==> src/rtl/lbk_pkg.sv <==
package lbk_pkg;

    localparam int CTRL_W   = 8;
    localparam int MODE_W   = 9;
    localparam int CB_EN    = 0;
    localparam int CB_ORD   = 1;
    localparam int CB_CKM   = 2;
    localparam int CKM_W    = 2;
    localparam int CB_LVL   = 4;
    localparam int TDM_MIN  = 2;
    localparam int TDM_MAX  = 32;
    localparam logic [CKM_W-1:0] CKM_SYNC = 2'd1;

    typedef struct packed {
        logic              en;
        logic              order;
        logic              pad_lvl;
        logic [CKM_W-1:0]  ckmode;
        logic [MODE_W-1:0] mode;
        logic              async_clk;
    } lbk_cfg_t;

    function automatic logic mode_is_tdm(input logic [MODE_W-1:0] m);
        return (m >= MODE_W'(TDM_MIN)) && (m <= MODE_W'(TDM_MAX));
    endfunction

endpackage

==> src/rtl/lbk_cfg_stage.sv <==
module lbk_cfg_stage
    import lbk_pkg::*;
#(
    parameter int NUM_LANES = 8
) (
    input  logic                        clk,
    input  logic                        rst_n,
    input  logic                        frame_start_i,
    input  logic [CTRL_W-1:0]           ctrl_i,
    input  logic [MODE_W-1:0]           mode_i,
    input  logic                        async_i,
    input  logic [NUM_LANES-1:0]        func_i,
    input  logic [NUM_LANES-1:0]        dir_i,
    output logic                        active_o,
    output logic                        order_o,
    output logic                        pad_lvl_o,
    output logic                        cfg_err_o,
    output logic [NUM_LANES-1:0]        func_o,
    output logic [NUM_LANES-1:0]        dir_o
);

    typedef struct packed {
        lbk_cfg_t             cfg;
        logic [NUM_LANES-1:0] func;
        logic [NUM_LANES-1:0] dir;
    } stage_t;

    stage_t st_d, st_q;
    logic   sync_ok;

    always_comb begin
        st_d = st_q;
        if (frame_start_i) begin
            st_d.cfg.en        = ctrl_i[CB_EN];
            st_d.cfg.order     = ctrl_i[CB_ORD];
            st_d.cfg.pad_lvl   = ctrl_i[CB_LVL];
            st_d.cfg.ckmode    = ctrl_i[CB_CKM +: CKM_W];
            st_d.cfg.mode      = mode_i;
            st_d.cfg.async_clk = async_i;
            st_d.func          = func_i;
            st_d.dir           = dir_i;
        end
    end

    always_ff @(posedge clk or negedge rst_n) begin
        if (!rst_n) begin
            st_q      <= '0;
            st_q.func <= '1;
        end else begin
            st_q <= st_d;
        end
    end

    assign sync_ok   = (st_q.cfg.ckmode == CKM_SYNC) && !st_q.cfg.async_clk;
    assign active_o  = st_q.cfg.en && mode_is_tdm(st_q.cfg.mode);
    assign order_o   = st_q.cfg.order;
    assign pad_lvl_o = st_q.cfg.pad_lvl;
    assign cfg_err_o = active_o && !sync_ok;
    assign func_o    = st_q.func;
    assign dir_o     = st_q.dir;

endmodule

==> src/rtl/lbk_lane_xbar.sv <==
module lbk_lane_xbar #(
    parameter int NUM_LANES = 8
) (
    input  logic                 active_i,
    input  logic                 order_i,
    input  logic                 pad_lvl_i,
    input  logic [NUM_LANES-1:0] func_i,
    input  logic [NUM_LANES-1:0] dir_i,
    input  logic [NUM_LANES-1:0] tx_data_i,
    input  logic [NUM_LANES-1:0] pad_in_i,
    output logic [NUM_LANES-1:0] rx_data_o,
    output logic [NUM_LANES-1:0] pad_out_o,
    output logic [NUM_LANES-1:0] pad_oe_o
);

    localparam int NUM_PAIRS = NUM_LANES / 2;

    logic [NUM_LANES-1:0] src_bits;

    // Loop source: transmit bit directly, or the same lane seen back through its pad.
    assign src_bits  = pad_lvl_i ? pad_in_i : tx_data_i;
    assign pad_out_o = tx_data_i;
    assign pad_oe_o  = ~func_i & dir_i;

    for (genvar k = 0; k < NUM_PAIRS; k++) begin : g_pair
        localparam int EV = 2 * k;
        localparam int OD = 2 * k + 1;
        assign rx_data_o[EV] = (active_i && !order_i) ? src_bits[OD] : pad_in_i[EV];
        assign rx_data_o[OD] = (active_i &&  order_i) ? src_bits[EV] : pad_in_i[OD];
    end

endmodule

==> src/rtl/lbk_clk_sel.sv <==
module lbk_clk_sel (
    input  logic active_i,
    input  logic tx_bclk_i,
    input  logic tx_fs_i,
    input  logic rx_bclk_pin_i,
    input  logic rx_fs_pin_i,
    output logic rx_bclk_o,
    output logic rx_fs_o
);

    assign rx_bclk_o = active_i ? tx_bclk_i : rx_bclk_pin_i;
    assign rx_fs_o   = active_i ? tx_fs_i   : rx_fs_pin_i;

endmodule

==> src/rtl/lbk_router.sv <==
module lbk_router
    import lbk_pkg::*;
#(
    parameter int NUM_LANES = 8
) (
    input  logic                 clk,
    input  logic                 rst_n,
    input  logic [CTRL_W-1:0]    lb_ctrl_i,
    input  logic [MODE_W-1:0]    tx_mode_i,
    input  logic                 tx_async_i,
    input  logic [NUM_LANES-1:0] pin_func_i,
    input  logic [NUM_LANES-1:0] pin_dir_i,
    input  logic [NUM_LANES-1:0] tx_data_i,
    input  logic [NUM_LANES-1:0] pad_in_i,
    input  logic                 tx_bclk_i,
    input  logic                 tx_fs_i,
    input  logic                 rx_bclk_pin_i,
    input  logic                 rx_fs_pin_i,
    output logic [NUM_LANES-1:0] rx_data_o,
    output logic                 rx_bclk_o,
    output logic                 rx_fs_o,
    output logic [NUM_LANES-1:0] pad_out_o,
    output logic [NUM_LANES-1:0] pad_oe_o,
    output logic                 lb_active_o,
    output logic                 cfg_err_o
);

    logic                 active, order, pad_lvl;
    logic [NUM_LANES-1:0] func_r, dir_r;

    lbk_cfg_stage #(.NUM_LANES(NUM_LANES)) u_cfg (
        .clk           (clk),
        .rst_n         (rst_n),
        .frame_start_i (tx_fs_i),
        .ctrl_i        (lb_ctrl_i),
        .mode_i        (tx_mode_i),
        .async_i       (tx_async_i),
        .func_i        (pin_func_i),
        .dir_i         (pin_dir_i),
        .active_o      (active),
        .order_o       (order),
        .pad_lvl_o     (pad_lvl),
        .cfg_err_o     (cfg_err_o),
        .func_o        (func_r),
        .dir_o         (dir_r)
    );

    lbk_lane_xbar #(.NUM_LANES(NUM_LANES)) u_xbar (
        .active_i  (active),
        .order_i   (order),
        .pad_lvl_i (pad_lvl),
        .func_i    (func_r),
        .dir_i     (dir_r),
        .tx_data_i (tx_data_i),
        .pad_in_i  (pad_in_i),
        .rx_data_o (rx_data_o),
        .pad_out_o (pad_out_o),
        .pad_oe_o  (pad_oe_o)
    );

    lbk_clk_sel u_clk (
        .active_i      (active),
        .tx_bclk_i     (tx_bclk_i),
        .tx_fs_i       (tx_fs_i),
        .rx_bclk_pin_i (rx_bclk_pin_i),
        .rx_fs_pin_i   (rx_fs_pin_i),
        .rx_bclk_o     (rx_bclk_o),
        .rx_fs_o       (rx_fs_o)
    );

    assign lb_active_o = active;

endmodule

==> config.mk <==
export PLATFORM = sky130hd
export DESIGN_NAME = lbk_router
export DESIGN_NICKNAME = d
export VERILOG_FILES = /design/src/rtl/lbk_pkg.sv /design/src/rtl/lbk_cfg_stage.sv /design/src/rtl/lbk_lane_xbar.sv /design/src/rtl/lbk_clk_sel.sv /design/src/rtl/lbk_router.sv
export SDC_FILE = /design/constraint.sdc
export NUM_CORES = 1
export LEC_CHECK = 0
export BUFFER_PORTS_ARGS = -buffer_cell sky130_fd_sc_hd__buf_2
export CORE_MARGIN = 5
export CORE_UTILIZATION = 40
export CTS_CLUSTER_SIZE = 20
export DETAILED_ROUTE_END_ITERATION = 12
export PLACE_DENSITY = 0.75
export RECOVER_POWER = 50
export SYNTH_ARGS = -nofsm -noshare
export SYNTH_HDL_FRONTEND = slang
export SYNTH_SLANG_ARGS = --single-unit
==> constraint.sdc <==
create_clock -name clk -period 1.8 [get_ports clk]
set_input_delay 0.27 -clock clk [delete_from_list [all_inputs] [get_ports clk]]
set_output_delay 0.27 -clock clk [all_outputs]
set_load 0.01 [all_outputs]
==> results.md <==
- Status: complete, but fails checks
- Failing checks: max-capacitance violations, max-slew violations, negative setup slack
- Post-DR wirelength/cell: 14.6 um
- Grt peak-use layer: met2
- Internal power: ~1.2 mW
- RSZ-0062 raised after global routing: true
- Storage cell area: between 700 and 800 um^2
- Layout cells sized above 1: about three quarters
- Arrival time worst endpoint: 2.00 ns
- Transition time of the tightest slew-check pin: 1.60 ns
- Clock Tree Root: clkbuf_8
- Area of the multi-input gates: 698 um^2
- CP bufs+invs: 1
- Top delay family on crit path: multiplexers
- CTS sink count: 31
- Async SR Flop Fraction: 100%
- Post-synth EDFFs: 0
- Post-synth cell types: 19
- Grt met3 use: under 10%
- Crit Path Category: flip-flop to output pin
- Power Density: 803 mW/mm^2
- H-tree depth: 2
- # DRC: 0
- Post-synthesis sequential area ratio: around half
- Mux cell area share after synthesis: 36.8%
- Startpoint Class: flip-flop
- Largest net degree at the start of global routing: 32
- Post-route ant nets: 0
- Max clock buf depth: 2
- Ports: 84
- Post-Synth Adder-Cell Area: 0%
- Mapped Area: 0.00157 mm^2
- Final max-slew violation count: 32
- First-pass GRT wire length: about 5.5 mm
- # fillers: 330
- 1st-pass router iterations: 4
- Total Power: 1.67 mW
- Worst Hold Margin: 0.213 ns
- Rel. slew slack: -6.42%
- Diodes inserted: 0
- Share of total power in sequential cells: roughly half
- CP Max Fanout: 4
- Dpl hpwl: 2.86 mm
- Site Rows: 22
- Combinational power share: a little under a fifth
- Core area: between 0.003 and 0.004 mm^2
- Initial antenna violation count: 0
- CTS clk-pin slew, worst paths: 0.07 ns
- Switch share: between 20% and 30%
- Post-Syn Nets: 168
- Reg2Reg Launch Point: u_cfg.pad_lvl_o
- Global placement routability congestion: 0.854
- Compound-Gate Fraction of Synth Area: less than 1%
- CTS tree: built
- Max incr delay on CP: 0.41 ns
- Worst skew pair latency: 0.28 ns
- CTS buffer count: 5
- Switch Pwr: 0.436 mW
- Ys flop type: dfrtp_1
- Syn Area/Cell: 14.0 um^2
- Met2 GRT Util: around a quarter
- Max_cap viols: 1
- Crit. End Element: output pin
- Starting Density: 41.9%
- Port Buffers: 80
- Via Count: 1131
- Yosys synthesis warning count: 0
- Post-route clock period utilization: 126%
- Global route overflow: 0
- Total track usage: between 10% and 20%
- Final hold vios: 0
- Clk pwr share: 31.8%
- Count of hold-fix buffers inserted at cts: 0
- Main combinational cell family by area after synthesis: multiplexers
- Hold path startpoint: pin_dir_i[0]
- Final min period: 2.27 ns
- Worst setup margin: -0.468 ns
- Die Footprint: 0.00528 mm^2
- Worst Setup SP: u_cfg.st_q[20]
- Die Span X: 72.6 um
- Final instance area: 0.00209 mm^2
- Met1 Resource Use GR: 14.1%
- XOR/XNOR share of the synthesized area: 0%
- DR vias/cell: 4.77
- Setup Skew: 0 ns
- Post-DP Area: 0.00197 mm^2
- Final #Nets: ~240
- R2r setup slk: between 0.8 and 0.9 ns
- Die Y: roughly 73 um
- Setup TNS: -4.86 ns
- Synth Instances: ~110
- Vias in the first global route: approximately 1200
- CP max stage cell: dfrtp_1
- DRT iter0 DRCs: 13
- Routed wire length: approximately 3.5 mm
- Setup violations, final: 12
- Path type of the worst min-delay path: input port to flip-flop
- CP cell instances: nor4_4 > mux2i_2 > nand3b_1 > mux2_2 > buf_2
- Fmax: 0.441 GHz
- Simple-gate area share of the yosys netlist: 6.86%
- Max VDD drop: 0.000545 V
- WP data required: 1.53 ns
- Area Overhead vs Synth: 32.9%
- P_leak: 0.973 nW
- #FFs+latches synth: 31
[cells by family (layout without fill, tap and decap cells)]
family / after synthesis / in the layout
multiplexers: 50 / 50
buffers and inverters: 15 / 92
flip-flops: 31 / 31
AND/OR/NAND/NOR: 15 / 15
AO/OA/AOI/OAI: 1 / 1
[per-layer routing]
layer | wire length [um] | part of all wire, % | up-vias
met4 | 53 | 1.5 | 0
met1 | 1230 | 36 | 533
met5 | 0 | 0 | -
li1 | - | - | 534
met2 | 1760 | 51 | 59
met3 | 419 | 12 | 5
[power groups by stage]
stage / Sequential, mW / Combinational [mW] / Clock, mW
after floorplan: 0.820 / 0.195 / 0
after global placement: 0.831 / 0.300 / 0
after detailed placement: 0.841 / 0.313 / 0
after CTS: 0.829 / 0.324 / 0.549
after global routing: 0.837 / 0.345 / 0.591
final: 0.827 / 0.315 / 0.532
[layout make-up]
class / count / share of cell area, %
tap: 48 / 2.88
inverter: 1 / 0.180
timing repair buffer: 83 / 21.5
sequential: 31 / 37.7
clock inverter: 3 / 0.960
clock buffer: 5 / 3.30
multi-input combinational: 66 / 33.5
[path summary, 6_finish.rpt]
path                                    to  cells past startpoint
setup / recovery              rx_data_o[4]                      5
hold / removal              u_cfg.dir_o[0]                      2
setup reg to reg           u_cfg.pad_lvl_o                      1
hold reg to reg             u_cfg.dir_o[3]                      1
max in group asynchronous    u_cfg.order_o                      1
min in group asynchronous   u_cfg.dir_o[3]                      1
[through the flow]
| step | util, % | setup slack (ns) | cells |
|---|---|---|---|
| after floorplan | - | 0.000645 | 112 |
| final | 55.7 | -0.468 | 237 |
| after detailed placement | 52.7 | -0.259 | 229 |
| after CTS | 56.0 | -0.484 | 237 |
| after global placement | 52.7 | -0.222 | 229 |
| after global routing | 55.7 | -0.570 | 237 |
[synth_stat cells (all sizes together), types with 2 or more instances]
cell | n | share of area (%)
mux2 | 49 | 36
dfrtp | 23 | 37
dfstp | 8 | 13
buf | 12 | 5.3
nor2b | 8 | 3.2
clkbuf | 2 | 0.48
[layout by cell type (no fill, tap or decap), drive strengths merged]
cell,synthesis,routed
buf,12,74
mux2,49,49
dfrtp,23,23
clkbuf,2,14
nor2b,8,8
dfstp,8,8
clkinvlp,0,2
nand2b,1,1
nor4,1,1
mux2i,1,1
nor4b,1,1
nand2,1,1
inv,1,1
nor2,1,1
a21oi,1,1
nand3b,1,1
and3,1,1
clkinv,0,1
[repair_timing]
| action | CTS | global route |
|---|---|---|
| resized for setup | 7 | 0 |
| setup buffers | 0 | 0 |
| cloned | 0 | 0 |
| pin swaps | 2 | 1 |
| endpoints found under the setup margin | 12 | 12 |
[sequential cells by signal, indices dropped and copies added (netlist names)]
| signal | count |
|---|---|
| u_cfg.dir_o | 8 |
| u_cfg.func_o | 8 |
| u_cfg.order_o | 1 |
| u_cfg.pad_lvl_o | 1 |
| u_cfg.st_q | 13 |
(Power assumes the default switching activity.)
